## config.mk

```make
export PLATFORM = sky130hd
export DESIGN_NAME = spi_dma_seq
export DESIGN_NICKNAME = d
export VERILOG_FILES = /design/src/rtl/spi_dma_pkg.sv /design/src/rtl/spi_crc_acc.sv /design/src/rtl/spi_tx_seq.sv /design/src/rtl/spi_rx_seq.sv /design/src/rtl/spi_dma_seq.sv
export SDC_FILE = /design/constraint.sdc
export NUM_CORES = 1
export LEC_CHECK = 0
export ABC_AREA = 1
export BUFFER_PORTS_ARGS = -buffer_cell sky130_fd_sc_hd__buf_2
export CORE_MARGIN = 2
export CORE_UTILIZATION = 35
export CTS_CLUSTER_SIZE = 20
export DETAILED_ROUTE_END_ITERATION = 12
export HOLD_SLACK_MARGIN = 0.05
export PLACE_DENSITY = 0.59
export SLEW_MARGIN = 20
export SYNTH_ARGS = -nofsm -noshare
export SYNTH_HDL_FRONTEND = slang
export SYNTH_SLANG_ARGS = --single-unit
```

## constraint.sdc

```tcl
create_clock -name clk -period 7.4 [get_ports clk]
set_input_delay 0.74 -clock clk [delete_from_list [all_inputs] [get_ports clk]]
set_output_delay 0.74 -clock clk [all_outputs]
set_load 0.005 [all_outputs]
```

## src/rtl/spi_dma_pkg.sv

```systemverilog
package spi_dma_pkg;
  localparam int unsigned DATA_W_DEF = 8;
  localparam int unsigned LEN_W_DEF  = 8;
  localparam logic [7:0]  POLY_DEF   = 8'h07;

  typedef enum logic [1:0] {
    TXS_IDLE = 2'd0,
    TXS_PAY  = 2'd1,
    TXS_CRC  = 2'd2
  } tx_state_e;
endpackage

```

## src/rtl/spi_crc_acc.sv

```systemverilog
module spi_crc_acc #(
  parameter int unsigned DW = 8
) (
  input  logic          clk,
  input  logic          rst_n,
  input  logic          clr_i,
  input  logic          upd_i,
  input  logic [DW-1:0] din_i,
  input  logic [DW-1:0] poly_i,
  output logic [DW-1:0] crc_o
);
  // bit-serial CRC, MSB of the data word first
  function automatic logic [DW-1:0] crc_next(input logic [DW-1:0] c,
                                             input logic [DW-1:0] d,
                                             input logic [DW-1:0] p);
    logic [DW-1:0] r;
    logic          fb;
    r = c;
    for (int i = DW - 1; i >= 0; i--) begin
      fb = r[DW-1] ^ d[i];
      r  = {r[DW-2:0], 1'b0};
      if (fb) r = r ^ p;
    end
    return r;
  endfunction

  logic [DW-1:0] acc_q;

  always_ff @(posedge clk or negedge rst_n) begin
    if (!rst_n)     acc_q <= '0;
    else if (clr_i) acc_q <= '0;
    else if (upd_i) acc_q <= crc_next(acc_q, din_i, poly_i);
  end

  assign crc_o = acc_q;

  AST_CRC_CLEARS: assert property (@(posedge clk) disable iff (!rst_n)
    clr_i |=> (crc_o == '0));
endmodule

```

## src/rtl/spi_tx_seq.sv

```systemverilog
module spi_tx_seq
  import spi_dma_pkg::*;
#(
  parameter int unsigned DW = 8,
  parameter int unsigned LW = 8
) (
  input  logic          clk,
  input  logic          rst_n,
  input  logic          start_i,
  input  logic [LW-1:0] len_i,
  input  logic          crc_en_i,
  input  logic          dma_en_i,
  input  logic          wr_i,
  input  logic [DW-1:0] wdata_i,
  input  logic [DW-1:0] crc_val_i,
  input  logic          eng_ready_i,
  output logic          eng_valid_o,
  output logic [DW-1:0] eng_data_o,
  output logic          req_o,
  output logic          acc_upd_o,
  output logic [DW-1:0] acc_din_o,
  output logic          tx_end_o
);
  tx_state_e     st_q;
  logic [LW-1:0] remain_q;
  logic          full_q;
  logic [DW-1:0] hold_q;

  logic wr_ok;
  logic hand;
  logic last_pay_hand;
  logic crc_hand;

  assign wr_ok         = (st_q == TXS_PAY) && !full_q && (remain_q != '0) && wr_i;
  assign eng_valid_o   = ((st_q == TXS_PAY) && full_q) || (st_q == TXS_CRC);
  assign eng_data_o    = (st_q == TXS_CRC) ? crc_val_i : hold_q;
  assign hand          = eng_valid_o && eng_ready_i;
  assign last_pay_hand = hand && (st_q == TXS_PAY) && (remain_q == '0);
  assign crc_hand      = hand && (st_q == TXS_CRC);
  assign req_o         = dma_en_i && (st_q == TXS_PAY) && !full_q && (remain_q != '0);
  assign acc_upd_o     = hand && (st_q == TXS_PAY);
  assign acc_din_o     = hold_q;
  assign tx_end_o      = crc_hand || (last_pay_hand && !crc_en_i);

  always_ff @(posedge clk or negedge rst_n) begin
    if (!rst_n) begin
      st_q     <= TXS_IDLE;
      remain_q <= '0;
      full_q   <= 1'b0;
      hold_q   <= '0;
    end else if (start_i) begin
      st_q     <= TXS_PAY;
      remain_q <= len_i;
      full_q   <= 1'b0;
    end else begin
      if (wr_ok) begin
        hold_q   <= wdata_i;
        full_q   <= 1'b1;
        remain_q <= remain_q - 1'b1;
      end
      if (hand && (st_q == TXS_PAY)) full_q <= 1'b0;
      if (last_pay_hand) st_q <= crc_en_i ? TXS_CRC : TXS_IDLE;
      if (crc_hand) st_q <= TXS_IDLE;
    end
  end

  AST_NO_TXREQ_IN_CRC: assert property (@(posedge clk) disable iff (!rst_n)
    (st_q == TXS_CRC) |-> !req_o);
  AST_CRC_FOLLOWS_LAST: assert property (@(posedge clk) disable iff (!rst_n)
    (last_pay_hand && crc_en_i && !start_i) |=> (eng_valid_o && (eng_data_o == crc_val_i)));
  AST_WR_IGNORED_FULL: assert property (@(posedge clk) disable iff (!rst_n)
    (full_q && !start_i && !hand) |=> ($stable(hold_q) && $stable(remain_q)));
endmodule

```

## src/rtl/spi_rx_seq.sv

```systemverilog
module spi_rx_seq #(
  parameter int unsigned DW = 8,
  parameter int unsigned LW = 8
) (
  input  logic          clk,
  input  logic          rst_n,
  input  logic          start_i,
  input  logic [LW-1:0] len_i,
  input  logic          crc_en_i,
  input  logic          dma_en_i,
  input  logic          valid_i,
  input  logic [DW-1:0] data_i,
  input  logic          rd_i,
  input  logic          err_clr_i,
  input  logic [DW-1:0] crc_val_i,
  output logic [DW-1:0] rdata_o,
  output logic          full_o,
  output logic          req_o,
  output logic          crc_err_o,
  output logic          half_o,
  output logic          done_o,
  output logic          acc_upd_o,
  output logic [DW-1:0] acc_din_o,
  output logic          rx_end_o
);
  function automatic logic [LW-1:0] half_mark(input logic [LW-1:0] n);
    return n >> 1;
  endfunction

  logic          active_q;
  logic          wait_crc_q;
  logic [LW-1:0] cnt_q;
  logic [DW-1:0] rdata_q;
  logic          full_q;
  logic          err_q;
  logic          half_q;
  logic          done_q;

  logic          take;
  logic          pay_take;
  logic          crc_take;
  logic [LW-1:0] cnt_nx;
  logic          pay_last;
  logic          hit_half;
  logic          mismatch;

  assign take     = active_q && valid_i;
  assign pay_take = take && !wait_crc_q;
  assign crc_take = take && wait_crc_q;
  assign cnt_nx   = cnt_q + 1'b1;
  assign pay_last = pay_take && (cnt_nx == len_i);
  assign hit_half = pay_take && (half_mark(len_i) != '0) && (cnt_nx == half_mark(len_i));
  assign mismatch = crc_take && (data_i != crc_val_i);

  assign acc_upd_o = pay_take;
  assign acc_din_o = data_i;
  assign rx_end_o  = crc_take || (pay_last && !crc_en_i);

  always_ff @(posedge clk or negedge rst_n) begin
    if (!rst_n) begin
      active_q   <= 1'b0;
      wait_crc_q <= 1'b0;
      cnt_q      <= '0;
    end else if (start_i) begin
      active_q   <= 1'b1;
      wait_crc_q <= 1'b0;
      cnt_q      <= '0;
    end else begin
      if (pay_take) cnt_q <= cnt_nx;
      if (pay_last && crc_en_i) wait_crc_q <= 1'b1;
      if (rx_end_o) begin
        active_q   <= 1'b0;
        wait_crc_q <= 1'b0;
      end
    end
  end

  always_ff @(posedge clk or negedge rst_n) begin
    if (!rst_n) begin
      rdata_q <= '0;
      full_q  <= 1'b0;
    end else if (take) begin
      rdata_q <= data_i;
      full_q  <= 1'b1;
    end else if (rd_i) begin
      full_q  <= 1'b0;
    end
  end

  always_ff @(posedge clk or negedge rst_n) begin
    if (!rst_n)         err_q <= 1'b0;
    else if (mismatch)  err_q <= 1'b1;
    else if (err_clr_i) err_q <= 1'b0;
  end

  always_ff @(posedge clk or negedge rst_n) begin
    if (!rst_n) begin
      half_q <= 1'b0;
      done_q <= 1'b0;
    end else begin
      half_q <= hit_half;
      done_q <= rx_end_o;
    end
  end

  assign rdata_o   = rdata_q;
  assign full_o    = full_q;
  assign req_o     = dma_en_i && full_q;
  assign crc_err_o = err_q;
  assign half_o    = half_q;
  assign done_o    = done_q;

  AST_RX_WORD_LANDS: assert property (@(posedge clk) disable iff (!rst_n)
    take |=> (full_o && (rdata_o == $past(data_i))));
  AST_ERR_STICKY: assert property (@(posedge clk) disable iff (!rst_n)
    (crc_err_o && !err_clr_i) |=> crc_err_o);
  AST_IRQ_EXCLUSIVE: assert property (@(posedge clk) disable iff (!rst_n)
    $onehot0({half_o, done_o}));
  AST_RD_CLEARS: assert property (@(posedge clk) disable iff (!rst_n)
    (rd_i && !take) |=> !full_o);
endmodule

```

## src/rtl/spi_dma_seq.sv

```systemverilog
module spi_dma_seq
  import spi_dma_pkg::*;
#(
  parameter int unsigned DW = DATA_W_DEF,
  parameter int unsigned LW = LEN_W_DEF
) (
  input  logic          clk,
  input  logic          rst_n,
  input  logic          start_i,
  input  logic [LW-1:0] len_i,
  input  logic          crc_en_i,
  input  logic          tx_dma_en_i,
  input  logic          rx_dma_en_i,
  input  logic          poly_wr_i,
  input  logic [DW-1:0] poly_i,
  input  logic          err_clr_i,
  input  logic          tx_wr_i,
  input  logic [DW-1:0] tx_data_i,
  output logic          tx_req_o,
  output logic          eng_tx_valid_o,
  output logic [DW-1:0] eng_tx_data_o,
  input  logic          eng_tx_ready_i,
  input  logic          eng_rx_valid_i,
  input  logic [DW-1:0] eng_rx_data_i,
  input  logic          rx_rd_i,
  output logic [DW-1:0] rx_data_o,
  output logic          rx_full_o,
  output logic          rx_req_o,
  output logic          crc_err_o,
  output logic          half_irq_o,
  output logic          done_irq_o,
  output logic          busy_o
);
  localparam logic [DW-1:0] POLY_RST = DW'(POLY_DEF);

  logic          busy_q;
  logic [LW-1:0] len_q;
  logic          crc_en_q;
  logic [DW-1:0] poly_q;

  // named internal events
  logic          start_ok;
  logic          tx_end;
  logic          rx_end;
  logic          tx_acc_upd;
  logic [DW-1:0] tx_acc_din;
  logic [DW-1:0] tx_crc;
  logic          rx_acc_upd;
  logic [DW-1:0] rx_acc_din;
  logic [DW-1:0] rx_crc;

  assign start_ok = start_i && !busy_q && (len_i != '0);

  always_ff @(posedge clk or negedge rst_n) begin
    if (!rst_n) begin
      busy_q   <= 1'b0;
      len_q    <= '0;
      crc_en_q <= 1'b0;
    end else if (start_ok) begin
      busy_q   <= 1'b1;
      len_q    <= len_i;
      crc_en_q <= crc_en_i;
    end else if (rx_end) begin
      busy_q   <= 1'b0;
    end
  end

  always_ff @(posedge clk or negedge rst_n) begin
    if (!rst_n)                    poly_q <= POLY_RST;
    else if (poly_wr_i && !busy_q) poly_q <= poly_i;
  end

  spi_crc_acc #(.DW(DW)) u_tx_crc (
    .clk    (clk),
    .rst_n  (rst_n),
    .clr_i  (start_ok || tx_end),
    .upd_i  (tx_acc_upd),
    .din_i  (tx_acc_din),
    .poly_i (poly_q),
    .crc_o  (tx_crc)
  );

  spi_crc_acc #(.DW(DW)) u_rx_crc (
    .clk    (clk),
    .rst_n  (rst_n),
    .clr_i  (start_ok || rx_end),
    .upd_i  (rx_acc_upd),
    .din_i  (rx_acc_din),
    .poly_i (poly_q),
    .crc_o  (rx_crc)
  );

  spi_tx_seq #(.DW(DW), .LW(LW)) u_tx (
    .clk         (clk),
    .rst_n       (rst_n),
    .start_i     (start_ok),
    .len_i       (len_i),
    .crc_en_i    (crc_en_q),
    .dma_en_i    (tx_dma_en_i),
    .wr_i        (tx_wr_i),
    .wdata_i     (tx_data_i),
    .crc_val_i   (tx_crc),
    .eng_ready_i (eng_tx_ready_i),
    .eng_valid_o (eng_tx_valid_o),
    .eng_data_o  (eng_tx_data_o),
    .req_o       (tx_req_o),
    .acc_upd_o   (tx_acc_upd),
    .acc_din_o   (tx_acc_din),
    .tx_end_o    (tx_end)
  );

  spi_rx_seq #(.DW(DW), .LW(LW)) u_rx (
    .clk       (clk),
    .rst_n     (rst_n),
    .start_i   (start_ok),
    .len_i     (len_q),
    .crc_en_i  (crc_en_q),
    .dma_en_i  (rx_dma_en_i),
    .valid_i   (eng_rx_valid_i),
    .data_i    (eng_rx_data_i),
    .rd_i      (rx_rd_i),
    .err_clr_i (err_clr_i),
    .crc_val_i (rx_crc),
    .rdata_o   (rx_data_o),
    .full_o    (rx_full_o),
    .req_o     (rx_req_o),
    .crc_err_o (crc_err_o),
    .half_o    (half_irq_o),
    .done_o    (done_irq_o),
    .acc_upd_o (rx_acc_upd),
    .acc_din_o (rx_acc_din),
    .rx_end_o  (rx_end)
  );

  assign busy_o = busy_q;

  AST_DONE_ENDS_BUSY: assert property (@(posedge clk) disable iff (!rst_n)
    done_irq_o |-> !busy_o);
  AST_POLY_HELD_BUSY: assert property (@(posedge clk) disable iff (!rst_n)
    busy_q |=> $stable(poly_q));
  AST_START_IGNORED_BUSY: assert property (@(posedge clk) disable iff (!rst_n)
    (busy_q && !rx_end) |=> ($stable(len_q) && busy_q));
  AST_TXREQ_NEEDS_BUSY: assert property (@(posedge clk) disable iff (!rst_n)
    tx_req_o |-> busy_o);
endmodule

```

After elaboration in Yosys (flattened, before gate mapping)
Cells that the tools add are included.
{"block": "word_totals", "reg_bits": 74, "input_bits": 44, "out_inout_bits": 24, "elab_cells": 175}
{"block": "op_classes", "n_addsub": 2, "eq_ne": 5, "mux": 69, "bitwise": 33, "n_reduce_logical": 49}
{"cell": "$mux 8", "count": 53}
{"cell": "$xor 8x8->8", "count": 16}
{"cell": "$logic_and 1x1->1", "count": 25}
{"cell": "$reduce_bool 8->1", "count": 3}
{"cell": "$xor 1x1->1", "count": 16}
{"cell": "$reduce_bool 2->1", "count": 7}
{"cell": "$mux 1", "count": 12}
{"cell": "$reduce_bool 3->1", "count": 3}
{"cell": "$add 8x1->8 const B", "count": 1}
{"cell": "$eq 8x7->1", "count": 1}
{"cell": "$eq 8x8->1", "count": 1}
{"cell": "$logic_not 8->1", "count": 1}
{"cell": "$mux 2", "count": 4}
{"cell": "$ne 8x8->1", "count": 1}
{"cell": "$sub 8x1->8 const B", "count": 1}
{"cell": "$logic_or 1x1->1", "count": 5}
{"cell": "$logic_not 1->1", "count": 4}
{"cell": "$eq 2x1->1 const B", "count": 1}
{"cell": "$eq 2x2->1 const B", "count": 1}
{"cell": "$reduce_and 2->1", "count": 1}
{"cell": "$not 1->1", "count": 1}

Longest topological paths before layout
{"block": "logic_depth", "word_depth": 38, "depth_mapped": 29, "mapped_depth_nobuf": 29}

By module
From an unflattened synthesis, not the netlist that was laid out.
{"block": "unflattened", "hier_cells": 1133, "area_unflattened_um2": 7184.4}
{"module": "spi_crc_acc", "n_inst": 2, "cells_each": 341, "area_each_um2": 1874.3, "seq_area_each_um2": 200.2}
{"module": "spi_rx_seq", "n_inst": 1, "cells_each": 199, "area_each_um2": 1402.6, "seq_area_each_um2": 550.5}
{"module": "spi_tx_seq", "n_inst": 1, "cells_each": 178, "area_each_um2": 1260.0, "seq_area_each_um2": 475.5}
{"module": "spi_dma_seq", "n_inst": 1, "cells_each": 74, "area_each_um2": 773.2, "seq_area_each_um2": 454.2}

Worst setup path after synthesis
Ideal clock, no wire load.
{"block": "synth_timing", "path_kind": "input-to-reg", "startpoint": "input eng_rx_data_i[6]", "endpoint": "register u_rx_crc.acc_q[3] (netlist: u_rx_crc.crc_o[3])", "setup_time_ps": 118, "arrival_ps": 2883, "required_time_ps": 7282, "slack_ps": 4399, "path_stages": 27, "n_path_buf": 1, "cell_sequence": "inv_1 > nand2_1 > nand2_1 > inv_1 > nand2_2 > nand2_4 > nor2_1 > nand2_1 > nand2_1 > buf_6 > nand3_1 > nand2_1 > inv_1 > nand2_2 > nand3_1 > nand2_2 > inv_1 > nor2_2 > nand3_1 > nand2_1 > inv_1 > nand3_4 > nand2_4 > nor2_1 > nand2_1 > nand3_1 > nand2_1"}
{"block": "synth_via", "elab_chain_len": 28, "word_cells_on_any_way": 34, "classes_between": "mux (21); bitwise (13)"}
{"item": "start: declaration", "line_no": "spi_dma_seq.sv:24", "source": "input logic [DW-1:0] eng_rx_data_i,"}
{"item": "$xor 1x1->1 (*)", "line_no": "spi_crc_acc.sv:20", "source": "fb = r[DW-1] ^ d[i];"}
{"item": "$mux 8 (*)", "line_no": "spi_crc_acc.sv:22", "source": "if (fb) r = r ^ p;"}
{"item": "$mux 8 (*)", "line_no": "spi_crc_acc.sv:32", "source": "else if (upd_i) acc_q <= crc_next(acc_q, din_i, poly_i);"}
{"item": "$mux 8 (*)", "line_no": "spi_crc_acc.sv:31", "source": "else if (clr_i) acc_q <= '0;"}
{"item": "$xor 8x8->8 or $xor 1x1->1 (tied branches)", "line_no": "spi_crc_acc.sv:22, spi_crc_acc.sv:20"}
{"item": "$mux 8 (*)", "line_no": "spi_crc_acc.sv:22"}
{"item": "$mux 8 (*)", "line_no": "spi_crc_acc.sv:32"}
{"item": "$mux 8 (*)", "line_no": "spi_crc_acc.sv:31"}
{"item": "[12 not listed]"}
{"item": "$xor 8x8->8 or $xor 1x1->1 (tied branches)", "line_no": "spi_crc_acc.sv:22, spi_crc_acc.sv:20"}
{"item": "$mux 8 (*)", "line_no": "spi_crc_acc.sv:22"}
{"item": "$mux 8 (*)", "line_no": "spi_crc_acc.sv:32"}
{"item": "$mux 8 (*)", "line_no": "spi_crc_acc.sv:31"}
{"item": "$xor 8x8->8 or $xor 1x1->1 (tied branches)", "line_no": "spi_crc_acc.sv:22, spi_crc_acc.sv:20"}
{"item": "$mux 8 (*)", "line_no": "spi_crc_acc.sv:22"}
{"item": "$mux 8 (*)", "line_no": "spi_crc_acc.sv:32"}
{"item": "$mux 8 (*)", "line_no": "spi_crc_acc.sv:31"}
{"item": "end signal: assignment", "line_no": "spi_crc_acc.sv:32"}
{"item": "end: declaration", "line_no": "spi_crc_acc.sv:27", "source": "logic [DW-1:0] acc_q;"}
Every way passes the cells marked *; elsewhere a longest branch is shown, timed or not. The select of a mux whose other input is x is not followed.
A chain may end at the register's enable or synchronous reset.

Worst setup path in the final report
{"block": "layout_timing", "startpoint": "register poly_q[4]", "endpoint": "register u_rx_crc.acc_q[5] (netlist: u_rx_crc.crc_o[5])"}
{"block": "layout_via", "elab_chain_len": 32, "word_cells_on_any_way": 36, "classes_between": "mux (24); bitwise (12)"}
{"item": "start: declaration", "line_no": "spi_dma_seq.sv:39", "source": "logic [DW-1:0] poly_q;"}
{"item": "start signal: assignment", "line_no": "spi_dma_seq.sv:70", "source": "else if (poly_wr_i && !busy_q) poly_q <= poly_i;"}
{"item": "$xor 8x8->8", "line_no": "spi_crc_acc.sv:22"}
{"item": "$mux 8", "line_no": "spi_crc_acc.sv:22"}
{"item": "$mux 8", "line_no": "spi_crc_acc.sv:32"}
{"item": "$mux 8", "line_no": "spi_crc_acc.sv:31"}
{"item": "$xor 8x8->8", "line_no": "spi_crc_acc.sv:22"}
{"item": "$mux 8", "line_no": "spi_crc_acc.sv:22"}
{"item": "$mux 8", "line_no": "spi_crc_acc.sv:32"}
{"item": "$mux 8", "line_no": "spi_crc_acc.sv:31"}
{"item": "[16 not listed]"}
{"item": "$xor 8x8->8 or $xor 1x1->1 (tied branches)", "line_no": "spi_crc_acc.sv:22, spi_crc_acc.sv:20"}
{"item": "$mux 8 (*)", "line_no": "spi_crc_acc.sv:22"}
{"item": "$mux 8 (*)", "line_no": "spi_crc_acc.sv:32"}
{"item": "$mux 8 (*)", "line_no": "spi_crc_acc.sv:31"}
{"item": "$xor 8x8->8 or $xor 1x1->1 (tied branches)", "line_no": "spi_crc_acc.sv:22, spi_crc_acc.sv:20"}
{"item": "$mux 8 (*)", "line_no": "spi_crc_acc.sv:22"}
{"item": "$mux 8 (*)", "line_no": "spi_crc_acc.sv:32"}
{"item": "$mux 8 (*)", "line_no": "spi_crc_acc.sv:31"}
Marked as above.

==> qor.csv <==
metric,value,unit
synth-seq-area-share,29.9,%
setup_tns,0,ps
grt_usage,19.6,%
clockRootBuffer,clkbuf_16,
die_h,137,um
via_per_inst,4.80,
setup_viol,0,
crit_fanout,18,
nets,1085,
drv_slew,0,
critPathLaunchType,flip-flop,
route.detailed.drc,0,
dp_hpwl,12800,um
seq_area,1860,um^2
fmax,235,MHz
cp_slowest_cell,dfrtp_1,
syn_area,6210,um^2
crit_buf_inv,4,
cts_buffers,9,
start_util,35.9,%
path_class,flip-flop to flip-flop,
grt_overflow_total,0,
cp.required,7630,ps
core-area,17300,um^2
hold_buffers,0,
vias,6096,
tritoncts,built,
grt_setup_unrepaired,false,
drive_above_1_share,13.2,%
slew_headroom,34.4,%
rows,48,
antenna_left,0,
grt_antenna_before_repair,0,
port_buffers,67,
dieWidth,137,um
fin_crit_sh,57.4,%
cts.sinks,74,
grt_start_max_net_pins,75,
synth_top_area_share,28.6,%
io_pins,68,
first_pass_iters,5,
cts.htree.levels,3,
synth_top_area_cell,dfrtp_1,
dieArea,18800,um^2
multi_input_area,3760,um^2
grt_pass1_vias,5728,
routed_wl,17500,um
worst_pin_slew,983,ps
clock_latency,350,ps
cp_slowest_stage_delay,910,ps
globalplace.congestion,0.850,
syn_nets,1028,
cp.arrival,4480,ps
cts_max_path_buffers,2,
clk_pin_slew,60,ps
worst_path_most_repeated_cell,nand2_1,
hold_violations,0,
fill_cells,1870,
ys_top_cells_by_area,"dfrtp_1 (29%), nand2_1 (21%), nand3_1 (8.8%)",
skew,6.76,ps
worst_hold_path_type,flip-flop to flip-flop,
n_antenna_cell,0,
wire_per_inst,13.8,um
syn_avg_cell_area,6.32,um^2
synth_seq_cells,74,
fin_crit,4250,ps
dr.first_iter.drc_count,485,
crit_path_end_kind,flip-flop,
status,"finished, final reports clean",
synth.distinct_cells,41,
synthCells,982,
area_delta_synth_final,13.7,%
cts_resized,0,
drv_cap,0,
synth_warnings,0,
cts_setup_buffers,0,
grt_pass1_wl,28900,um
path_delay_family,simple AND/OR/NAND/NOR gates,
[stage by stage]
stage	area (um^2)	setup slack (ps)	utilization [%]	cells	hold slack, ps
floorplan	6210	4400	-	982	444
CTS	7060	3220	40.8	1269	479
global route	7060	2790	40.8	1269	507
detailed placement	6740	3230	38.9	1253	462
global placement	6740	3200	38.9	1253	459
finish	7060	3150	40.8	1269	477
[worst paths after layout]
| kind | start | to | slack [ps] | cells past startpoint |
|---|---|---|---|---|
| max in group asynchronous | rst_n | u_rx_crc.crc_o[1] | 6210 | 1 |
| hold reg to reg | u_rx.rdata_o[5] | u_rx.rdata_o[5] | 480 | 2 |
| setup / recovery | poly_q[4] | u_rx_crc.crc_o[5] | 3150 | 25 |
| setup reg to reg | poly_q[4] | u_rx_crc.crc_o[5] | 3150 | 25 |
| hold / removal | u_rx.rdata_o[5] | u_rx.rdata_o[5] | 480 | 2 |
| min in group asynchronous | rst_n | u_tx.remain_q[0] | 560 | 1 |
[worst reg2reg max path, stage by stage, from the launching register on]
cell	delay (ps)
dfrtp_1	910
clkinv_1	710
nand2_1	210
nand2_1	60
nand2_1	80
nand3_1	110
nand2_1	90
o21ai_0	80
nand2_1	100
inv_1	50
nand2_1	50
nand2_1	70
nand2_1	150
nand3_1	140
nand2_2	160
inv_1	60
nor2_2	180
nand3_1	110
nand2_1	170
inv_1	90
nand3_4	100
nand2_4	100
nor2_1	140
nand2_1	80
nand3_1	90
nand2_1	60
[logic make-up after synthesis]
| group | Yosys count | share of synthesized area, % |
|---|---|---|
| compound gates | 86 | 7.94 |
| xor+xnor | 70 | 9.87 |
| fa+ha+maj | 2 | 0.403 |
| buf+inv | 154 | 9.69 |
| flops | 74 | 29.9 |
| mux | 1 | 0.161 |
| simple gates | 595 | 42.1 |
[Yosys cell counts]
| master | n |
|---|---|
| a2111oi_0 | 1 |
| a211oi_1 | 3 |
| a21oi_1 | 11 |
| a221oi_1 | 1 |
| and2_1 | 1 |
| buf_1 | 4 |
| buf_2 | 4 |
| buf_4 | 1 |
| buf_6 | 2 |
| clkbuf_1 | 12 |
| clkinv_1 | 4 |
| dfrtp_1 | 71 |
| dfstp_2 | 3 |
| ha_1 | 2 |
| inv_1 | 119 |
| inv_2 | 8 |
| mux2i_1 | 1 |
| nand2_1 | 344 |
| nand2_2 | 22 |
| nand2_4 | 3 |
| nand3_1 | 109 |
| nand3_2 | 4 |
| nand3_4 | 4 |
| nand3b_1 | 2 |
| nand4_1 | 6 |
| nor2_1 | 80 |
| nor2_2 | 3 |
| nor2_4 | 3 |
| nor3_1 | 6 |
| nor4_1 | 5 |
| nor4b_1 | 1 |
| o2111a_1 | 1 |
| o2111ai_1 | 1 |
| o211ai_1 | 9 |
| o21ai_0 | 50 |
| o21ai_1 | 1 |
| o221ai_1 | 2 |
| o22ai_1 | 6 |
| or2_2 | 2 |
| xnor2_1 | 33 |
| xor2_1 | 37 |
[registers in the layout, indices dropped and copies added (netlist names)]
name             flops
crc_en_q             1
len_q                8
poly_q               8
u_rx.active_q        1
u_rx.cnt_q           8
u_rx.crc_err_o       1
u_rx.done_o          1
u_rx.full_o          1
u_rx.half_o          1
u_rx.rdata_o         8
u_rx.wait_crc_q      1
u_rx_crc.crc_o       8
u_tx.acc_din_o       8
u_tx.full_q          1
u_tx.remain_q        8
u_tx.st_q            2
u_tx_crc.crc_o       8
[cell usage in the layout (no fill, tap or decap), drive strengths merged]
cell type | netlist | routed
buf | 11 | 69
xnor2 | 33 | 33
bufinv | 0 | 2
nand4 | 6 | 6
clkinv | 4 | 6
o21ai | 51 | 51
o221ai | 2 | 2
and2 | 1 | 1
clkbuf | 12 | 9
o2111ai | 1 | 1
inv | 127 | 130
o211ai | 9 | 9
mux2i | 1 | 1
o2111a | 1 | 1
o22ai | 6 | 6
nand2 | 369 | 369
nand3 | 117 | 117
a21oi | 11 | 11
a221oi | 1 | 1
a2111oi | 1 | 1
nand3b | 2 | 2
dfrtp | 71 | 71
dfstp | 3 | 3
nor4b | 1 | 1
nor3 | 6 | 6
xor2 | 37 | 37
nor2 | 86 | 86
or2 | 2 | 2
a211oi | 3 | 3
nor4 | 5 | 5
ha | 2 | 2
[cell type report]
type	instances	area share [%]
multi-input combinational	754	53.2
clock buffer	9	3.19
tap	225	3.99
clock inverter	7	1.40
inverter	131	6.96
sequential	74	26.3
timing repair buffer	69	5.00
[layer usage]
| metal | wire length, um | global-route usage (%) | vias to the layer above | share of wire, % |
|---|---|---|---|---|
| li1 | - | - | 3209 | - |
| met1 | 8510 | 26.5 | 2749 | 49 |
| met2 | 8140 | 32.9 | 122 | 46 |
| met3 | 684 | 3.13 | 16 | 3.9 |
| met4 | 203 | 4.52 | 0 | 1.2 |
| met5 | 0 | 0 | - | 0 |
Power is not shown: default switching activity piles up to over one toggle a cycle in this logic, so the estimate is an artifact.
